===== src/rtl/xcvr_pkg.sv =====
package xcvr_pkg;
  localparam int MAXLEN = 8;
  localparam int FRAMEW = MAXLEN + 4;   // start, data, parity, two stops
  localparam int CNTW   = 6;            // holds 63 = largest clocks-per-bit minus one
  localparam int NBW    = 4;            // holds the longest bit count of a frame

  typedef struct packed {
    logic [1:0] stops;
    logic       even;
    logic       par_en;
    logic [1:0] len;
    logic [1:0] ratio;
  } mode_t;

  function automatic logic [CNTW-1:0] clocks_m1(input logic [1:0] code);
    case (code)
      2'b01:   return 6'd0;
      2'b10:   return 6'd15;
      2'b11:   return 6'd31;
      default: return 6'd63;
    endcase
  endfunction

  function automatic logic parity_of(input logic [MAXLEN-1:0] d,
                                     input logic [NBW-1:0] n,
                                     input logic even);
    logic p;
    p = 1'b0;
    for (int i = 0; i < MAXLEN; i++)
      if (i < int'(n)) p = p ^ d[i];
    return even ? p : ~p;
  endfunction
endpackage


===== src/rtl/xcvr_tx.sv =====
module xcvr_tx
  import xcvr_pkg::*;
(
  input  logic              clk,
  input  logic              rst_n,
  input  logic [CNTW-1:0]   rm1,
  input  logic [NBW-1:0]    nlen,
  input  logic              par_en,
  input  logic              even,
  input  logic              two_stop,
  input  logic              tx_valid,
  input  logic [MAXLEN-1:0] tx_data,
  output logic              tx_ready,
  output logic              txd
);
  logic              hold_full;
  logic [MAXLEN-1:0] hold_q;
  logic              busy;
  logic [FRAMEW-1:0] sh;
  logic [NBW-1:0]    left;
  logic [CNTW-1:0]   tick;
  logic [FRAMEW-1:0] frame;
  logic [NBW-1:0]    nbits;

  assign nbits = 4'd2 + nlen + {3'd0, par_en} + {3'd0, two_stop};

  always_comb begin
    frame    = '1;
    frame[0] = 1'b0;
    for (int i = 0; i < MAXLEN; i++)
      if (i < int'(nlen)) frame[i+1] = hold_q[i];
    if (par_en) frame[nlen + 4'd1] = parity_of(hold_q, nlen, even);
  end

  always_ff @(posedge clk or negedge rst_n) begin
    if (!rst_n) begin
      hold_full <= 1'b0;
      hold_q    <= '0;
      busy      <= 1'b0;
      sh        <= '1;
      left      <= '0;
      tick      <= '0;
    end else begin
      if (tx_valid && tx_ready) begin
        hold_full <= 1'b1;
        hold_q    <= tx_data;
      end
      if (busy) begin
        if (tick == '0) begin
          if (left == '0) begin
            busy <= 1'b0;
          end else begin
            sh   <= {1'b1, sh[FRAMEW-1:1]};
            left <= left - 4'd1;
            tick <= rm1;
          end
        end else begin
          tick <= tick - 6'd1;
        end
      end else if (hold_full) begin
        sh        <= frame;
        busy      <= 1'b1;
        left      <= nbits - 4'd1;
        tick      <= rm1;
        hold_full <= 1'b0;
      end
    end
  end

  assign tx_ready = !hold_full;
  assign txd      = sh[0];

  // an accepted character occupies the holding buffer on the next cycle
  a_r6_ready_drop: assert property (@(posedge clk) disable iff (!rst_n)
    tx_valid && tx_ready |=> !tx_ready);
  // every frame opens with a low start bit
  a_r3_start_low: assert property (@(posedge clk) disable iff (!rst_n)
    $rose(busy) |-> !txd);
  // a frame in flight is never cut short by a new load
  a_r6_hold_busy: assert property (@(posedge clk) disable iff (!rst_n)
    busy && (tick != '0) |=> busy);
endmodule


===== src/rtl/xcvr_rx.sv =====
module xcvr_rx
  import xcvr_pkg::*;
#(
  parameter int SYNC_STAGES = 2
) (
  input  logic              clk,
  input  logic              rst_n,
  input  logic [CNTW-1:0]   rm1,
  input  logic [NBW-1:0]    nlen,
  input  logic              par_en,
  input  logic              even,
  input  logic              x1,
  input  logic              rxd,
  input  logic              rx_ready,
  input  logic              stat_rd,
  output logic              rx_valid,
  output logic [MAXLEN-1:0] rx_data,
  output logic              err_parity,
  output logic              err_frame,
  output logic              err_overrun
);
  typedef enum logic [1:0] {RX_IDLE, RX_START, RX_BITS} rx_st_t;

  logic line;

  generate
    if (SYNC_STAGES > 1) begin : g_sync
      logic [SYNC_STAGES-1:0] q;
      always_ff @(posedge clk or negedge rst_n)
        if (!rst_n) q <= '1;
        else        q <= {q[SYNC_STAGES-2:0], rxd};
      assign line = q[SYNC_STAGES-1];
    end else begin : g_single
      logic q;
      always_ff @(posedge clk or negedge rst_n)
        if (!rst_n) q <= 1'b1;
        else        q <= rxd;
      assign line = q;
    end
  endgenerate

  rx_st_t            st;
  logic              armed;
  logic [CNTW-1:0]   cnt;
  logic [NBW-1:0]    idx;
  logic [MAXLEN+1:0] acc;
  logic [NBW-1:0]    nbody;
  logic [MAXLEN-1:0] dmask;
  logic              deliver;
  logic              par_bad;

  assign nbody   = nlen + {3'd0, par_en};
  assign deliver = (st == RX_BITS) && (cnt == '0) && (idx == nbody);
  assign par_bad = par_en && (acc[nlen] != parity_of(acc[MAXLEN-1:0], nlen, even));

  always_comb
    for (int i = 0; i < MAXLEN; i++) dmask[i] = (i < int'(nlen));

  always_ff @(posedge clk or negedge rst_n) begin
    if (!rst_n) begin
      st          <= RX_IDLE;
      armed       <= 1'b0;
      cnt         <= '0;
      idx         <= '0;
      acc         <= '0;
      rx_valid    <= 1'b0;
      rx_data     <= '0;
      err_parity  <= 1'b0;
      err_frame   <= 1'b0;
      err_overrun <= 1'b0;
    end else begin
      case (st)
        RX_IDLE: begin
          if (line) begin
            armed <= 1'b1;
          end else if (armed) begin
            armed <= 1'b0;
            idx   <= '0;
            cnt   <= x1 ? '0 : (rm1 >> 1);
            st    <= x1 ? RX_BITS : RX_START;
          end
        end
        RX_START: begin
          if (cnt != '0) begin
            cnt <= cnt - 6'd1;
          end else if (line) begin
            st <= RX_IDLE;
          end else begin
            st  <= RX_BITS;
            cnt <= rm1;
          end
        end
        RX_BITS: begin
          if (cnt != '0) begin
            cnt <= cnt - 6'd1;
          end else begin
            cnt <= rm1;
            if (idx == nbody) begin
              st <= RX_IDLE;
            end else begin
              acc[idx] <= line;
              idx      <= idx + 4'd1;
            end
          end
        end
        default: st <= RX_IDLE;
      endcase

      if (stat_rd) begin
        err_parity  <= 1'b0;
        err_frame   <= 1'b0;
        err_overrun <= 1'b0;
      end
      if (deliver) begin
        rx_valid <= 1'b1;
        rx_data  <= acc[MAXLEN-1:0] & dmask;
        if (par_bad)              err_parity  <= 1'b1;
        if (!line)                err_frame   <= 1'b1;
        if (rx_valid && !rx_ready) err_overrun <= 1'b1;
      end else if (rx_valid && rx_ready) begin
        rx_valid <= 1'b0;
      end
    end
  end

  // a read with nothing arriving empties the buffer
  a_r13_read_clears: assert property (@(posedge clk) disable iff (!rst_n)
    rx_valid && rx_ready && !deliver |=> !rx_valid);
  // completing into an unread buffer flags overrun
  a_r11_overrun: assert property (@(posedge clk) disable iff (!rst_n)
    deliver && rx_valid && !rx_ready |=> err_overrun);
  // a parity error appears together with a full buffer
  a_r9_parity_with_data: assert property (@(posedge clk) disable iff (!rst_n)
    $rose(err_parity) |-> rx_valid);
  // a framing error appears together with a full buffer
  a_r10_frame_with_data: assert property (@(posedge clk) disable iff (!rst_n)
    $rose(err_frame) |-> rx_valid);
endmodule


===== src/rtl/async_xcvr.sv =====
module async_xcvr
  import xcvr_pkg::*;
#(
  parameter logic [7:0] RESET_MODE  = 8'h4E,
  parameter int         SYNC_STAGES = 2
) (
  input  logic       clk,
  input  logic       rst_n,
  input  logic       cfg_we,
  input  logic [7:0] cfg_wdata,
  input  logic       tx_valid,
  output logic       tx_ready,
  input  logic [7:0] tx_data,
  output logic       txd,
  input  logic       rxd,
  output logic       rx_valid,
  input  logic       rx_ready,
  output logic [7:0] rx_data,
  input  logic       stat_rd,
  output logic       err_parity,
  output logic       err_frame,
  output logic       err_overrun
);
  mode_t           mode_q;
  logic [CNTW-1:0] rm1;
  logic [NBW-1:0]  nlen;

  always_ff @(posedge clk or negedge rst_n)
    if (!rst_n)      mode_q <= mode_t'(RESET_MODE);
    else if (cfg_we) mode_q <= mode_t'(cfg_wdata);

  assign rm1  = clocks_m1(mode_q.ratio);
  assign nlen = {2'b00, mode_q.len} + 4'd5;

  xcvr_tx u_tx (
    .clk      (clk),
    .rst_n    (rst_n),
    .rm1      (rm1),
    .nlen     (nlen),
    .par_en   (mode_q.par_en),
    .even     (mode_q.even),
    .two_stop (mode_q.stops == 2'b11),
    .tx_valid (tx_valid),
    .tx_data  (tx_data),
    .tx_ready (tx_ready),
    .txd      (txd)
  );

  xcvr_rx #(.SYNC_STAGES(SYNC_STAGES)) u_rx (
    .clk         (clk),
    .rst_n       (rst_n),
    .rm1         (rm1),
    .nlen        (nlen),
    .par_en      (mode_q.par_en),
    .even        (mode_q.even),
    .x1          (mode_q.ratio == 2'b01),
    .rxd         (rxd),
    .rx_ready    (rx_ready),
    .stat_rd     (stat_rd),
    .rx_valid    (rx_valid),
    .rx_data     (rx_data),
    .err_parity  (err_parity),
    .err_frame   (err_frame),
    .err_overrun (err_overrun)
  );
endmodule


===== config.mk =====
export PLATFORM = sky130hd
export DESIGN_NAME = async_xcvr
export DESIGN_NICKNAME = d
export VERILOG_FILES = /design/src/rtl/xcvr_pkg.sv /design/src/rtl/xcvr_tx.sv /design/src/rtl/xcvr_rx.sv /design/src/rtl/async_xcvr.sv
export SDC_FILE = /design/constraint.sdc
export NUM_CORES = 1
export LEC_CHECK = 0
export CORE_AREA = 8 8 110 137
export DETAILED_ROUTE_END_ITERATION = 10
export DIE_AREA = 0 0 118 145
export DONT_BUFFER_PORTS = 1
export GPL_ROUTABILITY_DRIVEN = 0
export PLACE_DENSITY = 0.56
export SYNTH_ARGS = -nofsm -noshare
export SYNTH_HDL_FRONTEND = slang
export SYNTH_HIERARCHICAL = 1
export SYNTH_SLANG_ARGS = --single-unit

===== constraint.sdc =====
create_clock -name clk -period 4.3 [get_ports clk]
set_clock_uncertainty 0.2 [all_clocks]
set_input_delay 0.215 -clock clk [delete_from_list [all_inputs] [get_ports clk]]
set_output_delay 0.215 -clock clk [all_outputs]
set_load 0.01 [all_outputs]

==> load_flow_metrics.sql, run 1 <==
INSERT INTO impl_metrics (metric_group, metric, value, unit) VALUES
('setup_path', 'end_kind', 'flop', ''),
('setup_path', 'worstReg2RegEnd', 'u_rx/idx[3]', ''),
('setup_path', 'critPathLaunchType', 'flop', ''),
('grt', 'global_route_wire_length_before_repair', '20700', 'um'),
('logic_synthesis', 'syn_area', '5040', 'um^2'),
('floorplan', 'initial_core_util', '0.388', ''),
('logic_synthesis', 'synth_xor_area_frac', '0.0528', ''),
('setup_path', 'worstSetupPathType', 'reg -> reg', ''),
('clocking', 'clock_tree_from_tritoncts', 'built', ''),
('grt', 'first_global_vias', '3993', ''),
('detailed_routing', 'drt-vias-per-instance', '5.72', ''),
('logic_synthesis', 'synth_top_cell_area_share', '0.293', ''),
('clocking', 'maximum_number_of_buffers_from_clock_root_to_sink', '2', ''),
('clocking', 'htree_levels', '3', ''),
('detailed_routing', 'top_signal_layer_used', 'met4', ''),
('logic_synthesis', 'synth_simple_gate_area_frac', '0.147', ''),
('logic_synthesis', 'ys_seq_area_frac', '0.386', ''),
('detailed_routing', 'detail_route.wl_per_cell', '17.6', 'um'),
('clocking', 'clock_insertion_delay_at_the_later_pin_of_the_skew_report', '0.34', 'ns'),
('final_layout', 'total_inserted_antenna_cells', '0', ''),
('logic_synthesis', 'synth-compound-area-share', '0.212', ''),
('floorplan', 'fp.dieW', '118', 'um'),
('job', 'max_cap_violations', '0', ''),
('logic_synthesis', 'syn_inst', '520', ''),
('grt', 'antenna_violations_before_repair', '0', ''),
('final_layout', 'num-nets-final', '583', ''),
('detailed_routing', 'detailroute.via_count', '4073', ''),
('setup_path', 'timing.reg2reg.setup_slack', '1.0', 'ns'),
('placement', 'port_buffers', '0', ''),
('clocking', 'path_clk_slew', '0.06', 'ns'),
('setup_path', 'endpoint', 'u_rx/idx[3]', ''),
('detailed_routing', 'wl_met3', '604', 'um'),
('logic_synthesis', 'synth_enable_flop_cells', '0', ''),
('logic_synthesis', 'synth_area_leaders', 'dfrtp_1, dfstp_2, ha_1, o21ai_0, nand2_1', ''),
('power', 'irDropWorstVdd', '0.000369', 'V'),
('clocking', 'tritoncts_num_sinks', '77', ''),
('final_layout', 'finalCoreUtilization', '0.441', ''),
('setup_path', 'crit_path_max_fanout', '18', ''),
('detailed_routing', 'detail_route.drc_violations', '0', ''),
('sta', 'setup_violations', '0', ''),
('clocking', 'cts_resized', '0', ''),
('outcome', 'outcome', 'completed', ''),
('logic_synthesis', 'yosys.area.top_type', 'dfrtp_1', ''),
('detailed_routing', 'route.met2.wl', '6230', 'um'),
('logic_synthesis', 'synth-warning-count', '6', ''),
('grt', 'global_route.usage.total', '0.147', ''),
('floorplan', 'rows', '47', ''),
('logic_synthesis', 'asyncSetResetFlopFracSynth', '1.00', ''),
('detailed_routing', 'wirelength', '12500', 'um'),
('floorplan', 'die_ht', '145', 'um'),
('logic_synthesis', 'synth-main-ff-cell', 'dfrtp_1', ''),
('detailed_routing', 'detail_route.first_pass.iterations', '5', ''),
('floorplan', 'die_area', '17100', 'um^2'),
('logic_synthesis', 'synth_fa_ha_area_frac', '0.0610', ''),
('setup_path', 'critical_path_arrival', '3.31', 'ns'),
('sta', 'period_minus_slack', '3.30', 'ns'),
('sta', 'setup_total_negative_slack', '0', 'ns'),
('sta', 'count_of_pins_over_their_slew_limit', '0', ''),
('final_layout', 'layout_commonest_cell', 'dfrtp_1', ''),
('hold_path', 'hold_path_depth', '3', ''),
('setup_path', 'ff2ff_path_depth', '8', ''),
('sta', 'worst_pin_slew', '0.892', 'ns'),
('logic_synthesis', 'synth.avg_cell_area', '9.70', 'um^2'),
('sta', 'timing.final.hold_violations', '0', ''),
('logic_synthesis', 'synth.area.mux_share', '0.0823', ''),
('sta', 'finalCritPeriodShare', '0.768', ''),
('grt', 'maximum_number_of_pins_on_one_net_before_global_route_repair', '78', ''),
('final_layout', 'area.growth.synth_to_final', '13.6', '%'),
('logic_synthesis', 'syn-num-nets', '567', ''),
('logic_synthesis', 'synth.lib_cells_used.distinct', '83', ''),
('clocking', 'clockRootBuffer', 'clkbuf_16', '');
==> final cells by class <==
cell class	instances	area (um^2)
Clock buffer	9	225
Timing Repair Buffer	34	345
Sequential cell	77	1950
Fill cell	1212	7260
Tap cell	171	214
Inverter	38	143
Multi-Input combinational cell	376	2800
Clock inverter	7	58.8
==> how the worst min path moves through the flow <==
stage	startpoint	to
floorplan	rst_n	mode_q[0]
global placement	rst_n	u_rx/st[0]
detailed placement	rst_n	mode_q[0]
CTS	tx_valid	u_tx/hold_q[5]
global route	u_rx/g_sync.q[0]	u_rx/g_sync.q[1]
finish	tx_valid	u_tx/hold_q[5]
==> registers in the layout, summed over array words and instances (netlist names), 2 cells and up <==
name,cells
u_rx/acc,10
u_tx/hold_q,8
u_rx/g_sync.q,2
u_rx/idx,4
u_tx/sh,12
u_tx/left,4
u_tx/tick,6
u_rx/cnt,6
mode_q,8
u_rx/rx_data,8
u_rx/st,2
==> power breakdown <==
group	total [mW]	internal [mW]	switching (mW)	leakage (nW)
Clock	0.723	0.398	0.325	0.133
Sequential	1.19	0.973	0.222	0.939
Combinational	1.50	0.644	0.853	1.34
==> per-stage QoR <==
step | power, mW | std cells | cell area, um^2 | worst slack, ns | hold WS [ns]
finish | 3.41 | 712 | 5730 | 0.996 | 0.136
global route | 3.66 | 712 | 5730 | 0.754 | 0.166
CTS | 3.43 | 712 | 5730 | 1.05 | 0.136
detailed placement | 2.65 | 667 | 5140 | 1.13 | -0.274
global placement | 2.61 | 667 | 5140 | 1.22 | -0.274
floorplan | 2.32 | 520 | 5040 | 1.54 | -0.281
==> cell families (layout without fill, tap and decap cells) <==
logic type,count (synthesis),after routing
and+or+nand+nor,139,139
adders and majority gates,24,24
DFF,77,77
muxes,34,34
AOI/OAI and AO/OA,157,157
xor gates and xnor gates,22,22
buffers and inverters,67,88
==> per-layer routing <==
metal	vias to the layer above	global-route usage
li1	1925	-
met1	1994	0.182
met2	133	0.245
met3	21	0.0245
met4	0	0.0649
met5	-	0
==> critical path: stages (launching register included) <==
cell and delay, ns:
dfstp_2 0.55, ha_1 0.48, buf_4 0.34, xnor2_2 0.15, xnor2_1 0.14, a311oi_1 0.66
o21ai_0 0.31, o21ai_0 0.23, o41ai_1 0.10
==> synth_stat cells, types with 3 or more instances <==
library cell,instances
a211o_1,3
a211oi_1,5
a21o_1,7
a21oi_1,24
a221oi_1,4
a22oi_1,4
a2bb2oi_1,3
a31oi_1,8
a41oi_1,3
and2_1,4
and3_1,8
buf_2,4
buf_4,3
buf_6,4
clkbuf_1,17
dfrtp_1,59
dfstp_2,18
ha_1,23
inv_1,36
mux2_1,4
mux2_2,14
mux2_4,8
mux2i_1,7
nand2_1,44
nand2b_1,6
nand3_1,13
nor2_1,21
nor2b_1,6
nor3_1,10
o211ai_1,6
o21a_1,3
o21ai_0,47
o221ai_1,4
o22ai_1,7
o32ai_1,4
or3_1,3
or4_1,3
xnor2_1,10
xor2_1,7
Power figures use the tool's default switching activity.
==> run 2, diff against run 1 <==
--- a/config.mk
+++ b/config.mk
@@ -5,12 +5,13 @@
 export SDC_FILE = /design/constraint.sdc
 export NUM_CORES = 1
 export LEC_CHECK = 0
-export CORE_AREA = 8 8 110 137
+export ABC_AREA = 1
+export CORE_AREA = 8 8 109 136
 export DETAILED_ROUTE_END_ITERATION = 10
-export DIE_AREA = 0 0 118 145
+export DIE_AREA = 0 0 117 144
 export DONT_BUFFER_PORTS = 1
 export GPL_ROUTABILITY_DRIVEN = 0
-export PLACE_DENSITY = 0.56
+export PLACE_DENSITY = 0.55
 export SYNTH_ARGS = -nofsm -noshare
 export SYNTH_HDL_FRONTEND = slang
 export SYNTH_HIERARCHICAL = 1
==> constraint.sdc (replaced) <==
create_clock -name clk -period 3.4 [get_ports clk]
set_clock_uncertainty 0.2 [all_clocks]
set_input_delay 0.17 -clock clk [delete_from_list [all_inputs] [get_ports clk]]
set_output_delay 0.17 -clock clk [all_outputs]
set_load 0.01 [all_outputs]
==> run 2 against run 1 <==
Via count increased by 5.7%. Synthesized cell count increased by 30%. Highest routed layer unchanged. Combinational power is 8% lower. Sequential power up 17%. Register-to-register slack got worse by 0.32 ns. Power increased by 16%. Setup slack worse by 0.32 ns. Non-clock buffer count decreased by 6. Count of clock-buffer cells in the layout stayed put. Maximum frequency up 21%. Largest cell class unchanged. Core utilization up 0.13 points. Routed wire length shrank 7.4%.
==> load_flow_metrics.sql, run 2 <==
INSERT INTO impl_metrics (metric_group, metric, value, unit) VALUES
('outcome', 'outcome', 'completed', ''),
('final_layout', 'largest-register', 'u_tx/sh', ''),
('setup_path', 'cp_cell_sequence', 'inv_1 > ha_1 > ha_1 > or2_2 > nand4_1 > nor2_2 > nand2_1 > nand4_1 > nand2_1 > o21ai_0', ''),
('clocking', 'clock_buffer_count_from_cts', '9', ''),
('logic_synthesis', 'ys_seq_area_frac', '0.396', ''),
('sta', 'count_of_pins_over_their_slew_limit', '0', ''),
('final_layout', 'fillerInstances', '1315', ''),
('logic_synthesis', 'yosys_reg_bits', '77', ''),
('grt', 'grt-busiest-layer', 'met2', ''),
('grt', 'maximum_number_of_pins_on_one_net_before_global_route_repair', '78', ''),
('logic_synthesis', 'synth_common_cells', 'nand2_1, inv_1, dfrtp_1', ''),
('power', 'sw_frac_of_total', '0.366', ''),
('grt', 'first_global_vias', '4326', ''),
('clocking', 'clockRootBuffer', 'clkbuf_16', ''),
('setup_path', 'crit_path_max_fanout', '13', ''),
('logic_synthesis', 'synth-warning-count', '6', ''),
('grt', 'grt_util_met3', '0.0309', ''),
('placement', 'standard_cell_area_after_detailed_placement', '5060', 'um^2'),
('clocking', 'clock_insertion_delay_at_the_later_pin_of_the_skew_report', '0.34', 'ns'),
('power', 'clockPowerShare', '0.302', ''),
('floorplan', 'die_ht', '144', 'um'),
('floorplan', 'fp.dieW', '117', 'um'),
('sta', 'setup_violations', '0', ''),
('floorplan', 'die_area', '16800', 'um^2'),
('final_layout', 'largest_reg_flops', '12', ''),
('final_layout', 'reg.largest.list', 'u_tx/sh x12, u_rx/acc x10', ''),
('detailed_routing', 'detail_route.drc_violations', '0', ''),
('power', 'leakage', '2.73', 'nW'),
('grt', 'met1_usage', '0.179', ''),
('detailed_routing', 'detail_route.wl_per_cell', '13.3', 'um'),
('setup_path', 'critPathLaunchType', 'flop', ''),
('sta', 'max_freq', '0.367', 'GHz'),
('placement', 'port_buffers', '0', ''),
('logic_synthesis', 'synth_enable_flop_cells', '0', ''),
('grt', 'global_route.usage.total', '0.149', ''),
('hold_path', 'classification_of_the_worst_slack_hold_path', 'in -> reg', ''),
('setup_path', 'end_kind', 'flop', ''),
('sta', 'slew_headroom', '0.457', ''),
('detailed_routing', 'detail_route.first_pass.iterations', '4', ''),
('final_layout', 'total_inserted_antenna_cells', '0', ''),
('final_layout', 'most-common-layout-cells', 'nand2_1, inv_1, dfrtp_1, nor2_1, o21ai_0', ''),
('sta', 'setup_total_negative_slack', '0', 'ns'),
('logic_synthesis', 'synth.avg_cell_area', '7.30', 'um^2'),
('power', 'switchingPower', '1.45', 'mW'),
('power', 'sequentialPowerShare', '0.349', ''),
('logic_synthesis', 'synth_area_leaders', 'dfrtp_1, nand2_1, dfstp_2, inv_1, ha_1', ''),
('setup_path', 'worstSetupPathType', 'reg -> reg', ''),
('logic_synthesis', 'asyncSetResetFlopFracSynth', '1.00', ''),
('power', 'power_density', '699', 'nW/um^2'),
('sta', 'finalCritPeriodShare', '0.802', ''),
('grt', 'grt_use_met2', '0.259', ''),
('placement', 'post-place-cells', '829', ''),
('power', 'post-layout-total-power', '3.97', 'mW'),
('setup_path', 'worst-endpoint-required', '3.41', 'ns'),
('setup_path', 'critical_path.slowest_cell', 'dfstp_2', ''),
('detailed_routing', 'wirelength', '11600', 'um'),
('final_layout', 'finish.instance_area', '5670', 'um^2'),
('logic_synthesis', 'yosys.area.top_type', 'dfrtp_1', ''),
('power', 'cell_internal_pwr', '2.51', 'mW'),
('logic_synthesis', 'synth-main-ff-cell', 'dfrtp_1', ''),
('setup_path', 'critical_path_arrival', '2.74', 'ns'),
('final_layout', 'area.growth.synth_to_final', '15.2', '%'),
('final_layout', 'drive_gt1_frac', '0.108', ''),
('floorplan', 'initial_core_util', '0.384', ''),
('clocking', 'cts_resized', '0', ''),
('final_layout', 'layoutNonFillerInstCount', '867', ''),
('floorplan', 'ios', '37', ''),
('logic_synthesis', 'post-synth-top-count-cell', 'nand2_1', ''),
('detailed_routing', 'drt-vias-per-instance', '4.96', ''),
('clocking', 'path_clk_slew', '0.06', 'ns'),
('grt', 'global_route_wire_length_before_repair', '20200', 'um'),
('detailed_routing', 'ant_nets', '0', ''),
('final_layout', 'num-nets-final', '738', ''),
('sta', 'worst_pin_slew', '0.814', 'ns'),
('sta', 'period_minus_slack', '2.73', 'ns'),
('logic_synthesis', 'syn-num-nets', '721', ''),
('detailed_routing', 'detail_route.iter0.violations', '312', ''),
('clocking', 'clock_tree_from_tritoncts', 'built', ''),
('floorplan', 'rows', '47', ''),
('logic_synthesis', 'synth_top_cell_area_share', '0.300', ''),
('placement', 'preCtsSetupSlack', '0.685', 'ns'),
('logic_synthesis', 'syn_area', '4920', 'um^2'),
('sta', 'timing.final.hold_violations', '0', ''),
('clocking', 'tritoncts_num_sinks', '77', ''),
('power', 'share_comb_of_total_power', '0.349', ''),
('grt', 'grt.overflow.total', '0', ''),
('setup_path', 'cpPeakStageDelay', '0.56', 'ns'),
('final_layout', 'layout_commonest_cell', 'nand2_1', ''),
('sta', 'rsz0062_at_grt', 'no', ''),
('power', 'irDropWorstVdd', '0.000364', 'V'),
('clocking', 'htree_levels', '3', ''),
('logic_synthesis', 'syn_inst', '674', ''),
('logic_synthesis', 'synth.lib_cells_used.distinct', '41', ''),
('grt', 'antenna_violations_before_repair', '0', ''),
('placement', 'detailedPlacementHpwl', '8340', 'um'),
('sta', 'post_route_setup_slack', '0.674', 'ns'),
('job', 'max_cap_violations', '0', ''),
('floorplan', 'core_area', '12800', 'um^2'),
('clocking', 'maximum_number_of_buffers_from_clock_root_to_sink', '2', ''),
('detailed_routing', 'detailroute.via_count', '4304', '');
[run 2: kinds of logic (layout without fill, tap and decap cells)]
kind of cell    count (synthesis)  count (layout)  synth area share
fa+ha+maj                      24              24            0.0625
compound gates                117             117             0.130
mux                             3               3           0.00686
xor+xnor                       10              10            0.0178
buf+inv                       108             130            0.0897
flops                          77              77             0.396
simple gates                  335             335             0.297
[run 2: metal layers]
metal  part of all wire  wire length (um)
met4              0.017               197
met5                  0                 0
met3              0.047               545
met1               0.45              5240
met2               0.48              5580
[run 2: worst max-delay path, delay by kind of cell (launching register included)]
family	cells	cell delay [ns]
buffers and inverters	1	0.20
adder cells (fa/ha/maj)	2	0.58
AND/OR/NAND/NOR	6	0.99
AO/OA/AOI/OAI	1	0.07
flip-flops	1	0.56
[run 2: power groups by stage]
stage | sequential [mW] | clock, mW | combinational, mW
after detailed placement | 1.40 | 0 | 1.34
after CTS | 1.38 | 1.23 | 1.39
final | 1.39 | 1.20 | 1.38
after global placement | 1.39 | 0 | 1.30
after global routing | 1.42 | 1.27 | 1.60
after floorplan | 1.35 | 0 | 1.15
[run 2: worst paths after layout]
check / from / end / slack, ns / cells past startpoint
worst max-delay path: mode_q[2] / u_rx/acc[0] / 0.67 / 10
worst min-delay path: tx_valid / u_tx/hold_full / 0.15 / 2
worst max register to register: mode_q[2] / u_rx/acc[0] / 0.67 / 10
worst min register to register: u_rx/g_sync.q[0] / u_rx/g_sync.q[1] / 0.16 / 0
max in group asynchronous: rst_n / u_tx/sh[9] / 2.45 / 2
min in group asynchronous: rst_n / u_rx/idx[2] / 0.19 / 2
[run 2: cell type report]
| type | count | area [um^2] | share of cell area |
|---|---|---|---|
| sequential | 77 | 1950 | 0.344 |
| clock inverter | 7 | 145 | 0.0256 |
| clock buffer | 9 | 225 | 0.0397 |
| multi-input combinational | 489 | 2530 | 0.447 |
| inverter | 86 | 323 | 0.0569 |
| tap | 171 | 214 | 0.0377 |
| timing repair buffer | 28 | 283 | 0.0499 |
[run 2: metrics by stage]
stage / hold WS, ns / utilization
finish: 0.153 / 0.442
global placement: -0.320 / 0.395
global route: 0.165 / 0.442
detailed placement: -0.322 / 0.395
floorplan: -0.326 / -
CTS: 0.161 / 0.442
[run 2: timing repair]
item | in CTS | in global routing
endpoints found under the hold margin | 98 | 0
hold buffers | 22 | 0
setup buffers | 0 | 0
==> run 3, diff against run 2 <==
==> constraint.sdc (replaced) <==
create_clock -name clk -period 2.7 [get_ports clk]
set_clock_uncertainty 0.2 [all_clocks]
set_input_delay 0.135 -clock clk [delete_from_list [all_inputs] [get_ports clk]]
set_output_delay 0.135 -clock clk [all_outputs]
set_load 0.01 [all_outputs]
==> run 3 against run 2 <==
Final area is essentially flat. Sequential power grew 25%. Combinational power grew 28%. Setup slack lost 0.44 ns. Largest cell class unchanged. Critical path depth is the same. Via count grew 0.88%. Register-to-register slack lost 0.44 ns. Count of clock-buffer cells in the layout grew 2. Final cell count grew 0.58%. Clock power grew 8%. Routed wire length shrank 2.3%. Global-route usage shrank 0.40 points.
==> load_flow_metrics.sql, run 3 (same netlist as run 2, synthesis figures left out) <==
INSERT INTO impl_metrics (metric_group, metric, value, unit) VALUES
('grt', 'maximum_number_of_pins_on_one_net_before_global_route_repair', '78', ''),
('hold_path', 'timing.hold.worst.start', 'tx_valid', ''),
('final_layout', 'total_inserted_antenna_cells', '0', ''),
('sta', 'timing.final.hold_violations', '0', ''),
('power', 'power_density', '847', 'nW/um^2'),
('power', 'clockPowerShare', '0.269', ''),
('final_layout', 'area_of_combinational_cells_with_multiple_inputs', '2550', 'um^2'),
('setup_path', 'crit_path_max_fanout', '11', ''),
('setup_path', 'timing.reg2reg.setup_slack', '0.23', 'ns'),
('placement', 'preCtsSetupSlack', '0.0995', 'ns'),
('floorplan', 'die_ht', '144', 'um'),
('floorplan', 'ios', '37', ''),
('final_layout', 'layout_commonest_cell', 'nand2_1', ''),
('setup_path', 'worstSetupPathType', 'reg -> reg', ''),
('setup_path', 'cp_cell_sequence', 'ha_2 > ha_1 > or2_2 > nand4_1 > nor2_2 > nand2_2 > nand2_1 > nand3_1 > nand2_1 > o21ai_1', ''),
('clocking', 'maximum_number_of_buffers_from_clock_root_to_sink', '2', ''),
('clocking', 'htree_levels', '3', ''),
('clocking', 'tritoncts_num_sinks', '77', ''),
('setup_path', 'critPathLaunchType', 'flop', ''),
('final_layout', 'fillerInstances', '1331', ''),
('power', 'share_comb_of_total_power', '0.369', ''),
('clocking', 'clock_tree_from_tritoncts', 'built', ''),
('final_layout', 'area.growth.synth_to_final', '15.2', '%'),
('detailed_routing', 'detail_route.drc_violations', '0', ''),
('sta', 'count_of_pins_over_their_slew_limit', '0', ''),
('final_layout', 'num-nets-final', '743', ''),
('power', 'cell_internal_pwr', '3.01', 'mW'),
('setup_path', 'end_kind', 'flop', ''),
('sta', 'worst_pin_slew', '0.736', 'ns'),
('final_layout', 'reg.largest.list', 'u_tx/sh x12, u_rx/acc x10', ''),
('grt', 'antenna_violations_before_repair', '0', ''),
('setup_path', 'cpMostUsedCell', 'nand2_1', ''),
('sta', 'setup_violations', '0', ''),
('final_layout', 'most-common-layout-cells', 'nand2_1, inv_1, dfrtp_1, nor2_1, o21ai_0', ''),
('setup_path', 'critical_path.slowest_cell', 'dfstp_2', ''),
('hold_path', 'classification_of_the_worst_slack_hold_path', 'in -> reg', ''),
('detailed_routing', 'detailroute.via_count', '4342', ''),
('grt', 'global_route.usage.total', '0.145', ''),
('detailed_routing', 'wirelength', '11300', 'um'),
('final_layout', 'drive_gt1_frac', '0.114', ''),
('power', 'irDropWorstVdd', '0.000347', 'V'),
('placement', 'port_buffers', '0', ''),
('final_layout', 'finalCoreUtilization', '0.442', ''),
('power', 'switchingPower', '1.79', 'mW'),
('final_layout', 'largest-register', 'u_tx/sh', ''),
('setup_path', 'cpPeakStageDelay', '0.56', 'ns'),
('setup_path', 'worstReg2RegStart', 'mode_q[2]', ''),
('detailed_routing', 'detail_route.first_pass.iterations', '6', ''),
('job', 'max_cap_violations', '0', ''),
('sta', 'max_freq', '0.405', 'GHz'),
('clocking', 'path_clk_slew', '0.06', 'ns'),
('sta', 'setup_total_negative_slack', '0', 'ns'),
('final_layout', 'layoutNonFillerInstCount', '872', ''),
('setup_path', 'critical_path.top_delay_family', 'simple AND/OR/NAND/NOR gates', ''),
('floorplan', 'core_area', '12800', 'um^2'),
('setup_path', 'critical_path_arrival', '2.53', 'ns'),
('detailed_routing', 'detail_route.iter0.violations', '251', ''),
('sta', 'rsz0062_at_grt', 'no', ''),
('clocking', 'clock_insertion_delay_at_the_later_pin_of_the_skew_report', '0.34', 'ns'),
('sta', 'period_minus_slack', '2.47', 'ns'),
('grt', 'grt.overflow.total', '0', ''),
('floorplan', 'rows', '47', ''),
('floorplan', 'die_area', '16800', 'um^2'),
('detailed_routing', 'drt-vias-per-instance', '4.98', ''),
('power', 'sequentialPowerShare', '0.362', ''),
('placement', 'detailedPlacementHpwl', '8310', 'um'),
('grt', 'first_global_vias', '4153', ''),
('floorplan', 'initial_core_util', '0.384', ''),
('detailed_routing', 'detail_route.wl_per_cell', '13.0', 'um'),
('detailed_routing', 'ant_nets', '0', ''),
('setup_path', 'worst-path-buf-inv', '0', ''),
('outcome', 'outcome', 'completed', ''),
('floorplan', 'fp.dieW', '117', 'um'),
('sta', 'finalCritPeriodShare', '0.914', ''),
('power', 'leakage', '2.73', 'nW'),
('final_layout', 'largest_reg_flops', '12', ''),
('placement', 'standard_cell_area_after_detailed_placement', '5100', 'um^2'),
('setup_path', 'worst-endpoint-required', '2.76', 'ns'),
('sta', 'post_route_setup_slack', '0.233', 'ns'),
('final_layout', 'sequential_cell_area', '1950', 'um^2'),
('clocking', 'clock_buffer_count_from_cts', '9', ''),
('setup_path', 'setup.worst_path.start', 'mode_q[2]', ''),
('final_layout', 'finish.instance_area', '5670', 'um^2'),
('sta', 'slew_headroom', '0.504', ''),
('grt', 'global_route_wire_length_before_repair', '19400', 'um'),
('clocking', 'clockRootBuffer', 'clkbuf_16', ''),
('power', 'sw_frac_of_total', '0.373', ''),
('placement', 'post-place-cells', '834', '');
[run 3: final cells by class]
type	instances	area share
multi-input cells	489	0.449
well taps	171	0.0377
flip-flops and latches	77	0.344
clock inverters	5	0.0130
repair buffers	33	0.0565
clock buffers	11	0.0428
inverters	86	0.0569
[run 3: worst paths after layout]
check                              endpoint  depth (start not counted)
setup / recovery                 u_rx/st[0]                         10
hold / removal               u_tx/hold_full                          2
setup reg to reg                 u_rx/st[0]                         10
hold reg to reg            u_rx/g_sync.q[1]                          0
max in group asynchronous        u_tx/sh[4]                          2
min in group asynchronous       u_rx/idx[2]                          2
[run 3: metal layers]
metal  GRT usage  vias up  part of all wire
li1            -     2227                 -
met1       0.179     2028              0.46
met2       0.241       76              0.48
met3      0.0276       11             0.041
met4      0.0628        0             0.016
met5           0        -                 0
[run 3: metrics by stage]
stage / hold WS, ns / total power, mW
after floorplan: -0.361 / 3.14
after global placement: -0.355 / 3.39
after detailed placement: -0.355 / 3.45
after CTS: 0.126 / 4.82
after global routing: 0.127 / 5.20
final: 0.109 / 4.80
[run 3: power groups by stage]
stage          clock, mW  combinational (mW)  sequential, mW
2_1_floorplan          0                1.45            1.70
3_3_place_gp           0                1.64            1.75
3_5_place_dp           0                1.70            1.75
4_1_cts             1.33                1.75            1.74
5_1_grt             1.37                2.04            1.79
6_report            1.29                1.77            1.74
[run 3: timing repair]
action	CTS	global route
hold endpoints to repair	98	0
buffers inserted	0	0
gates resized for setup	0	4
setup endpoints to repair	0	23
hold buffers	22	0
[run 3: worst register-to-register path, stage by stage, from the launching register on]
cell     delay, ns
dfstp_2       0.56
ha_2          0.34
ha_1          0.32
or2_2         0.29
nand4_1       0.10
nor2_2        0.06
nand2_2       0.16
nand2_1       0.08
nand3_1       0.15
nand2_1       0.07
o21ai_1       0.07
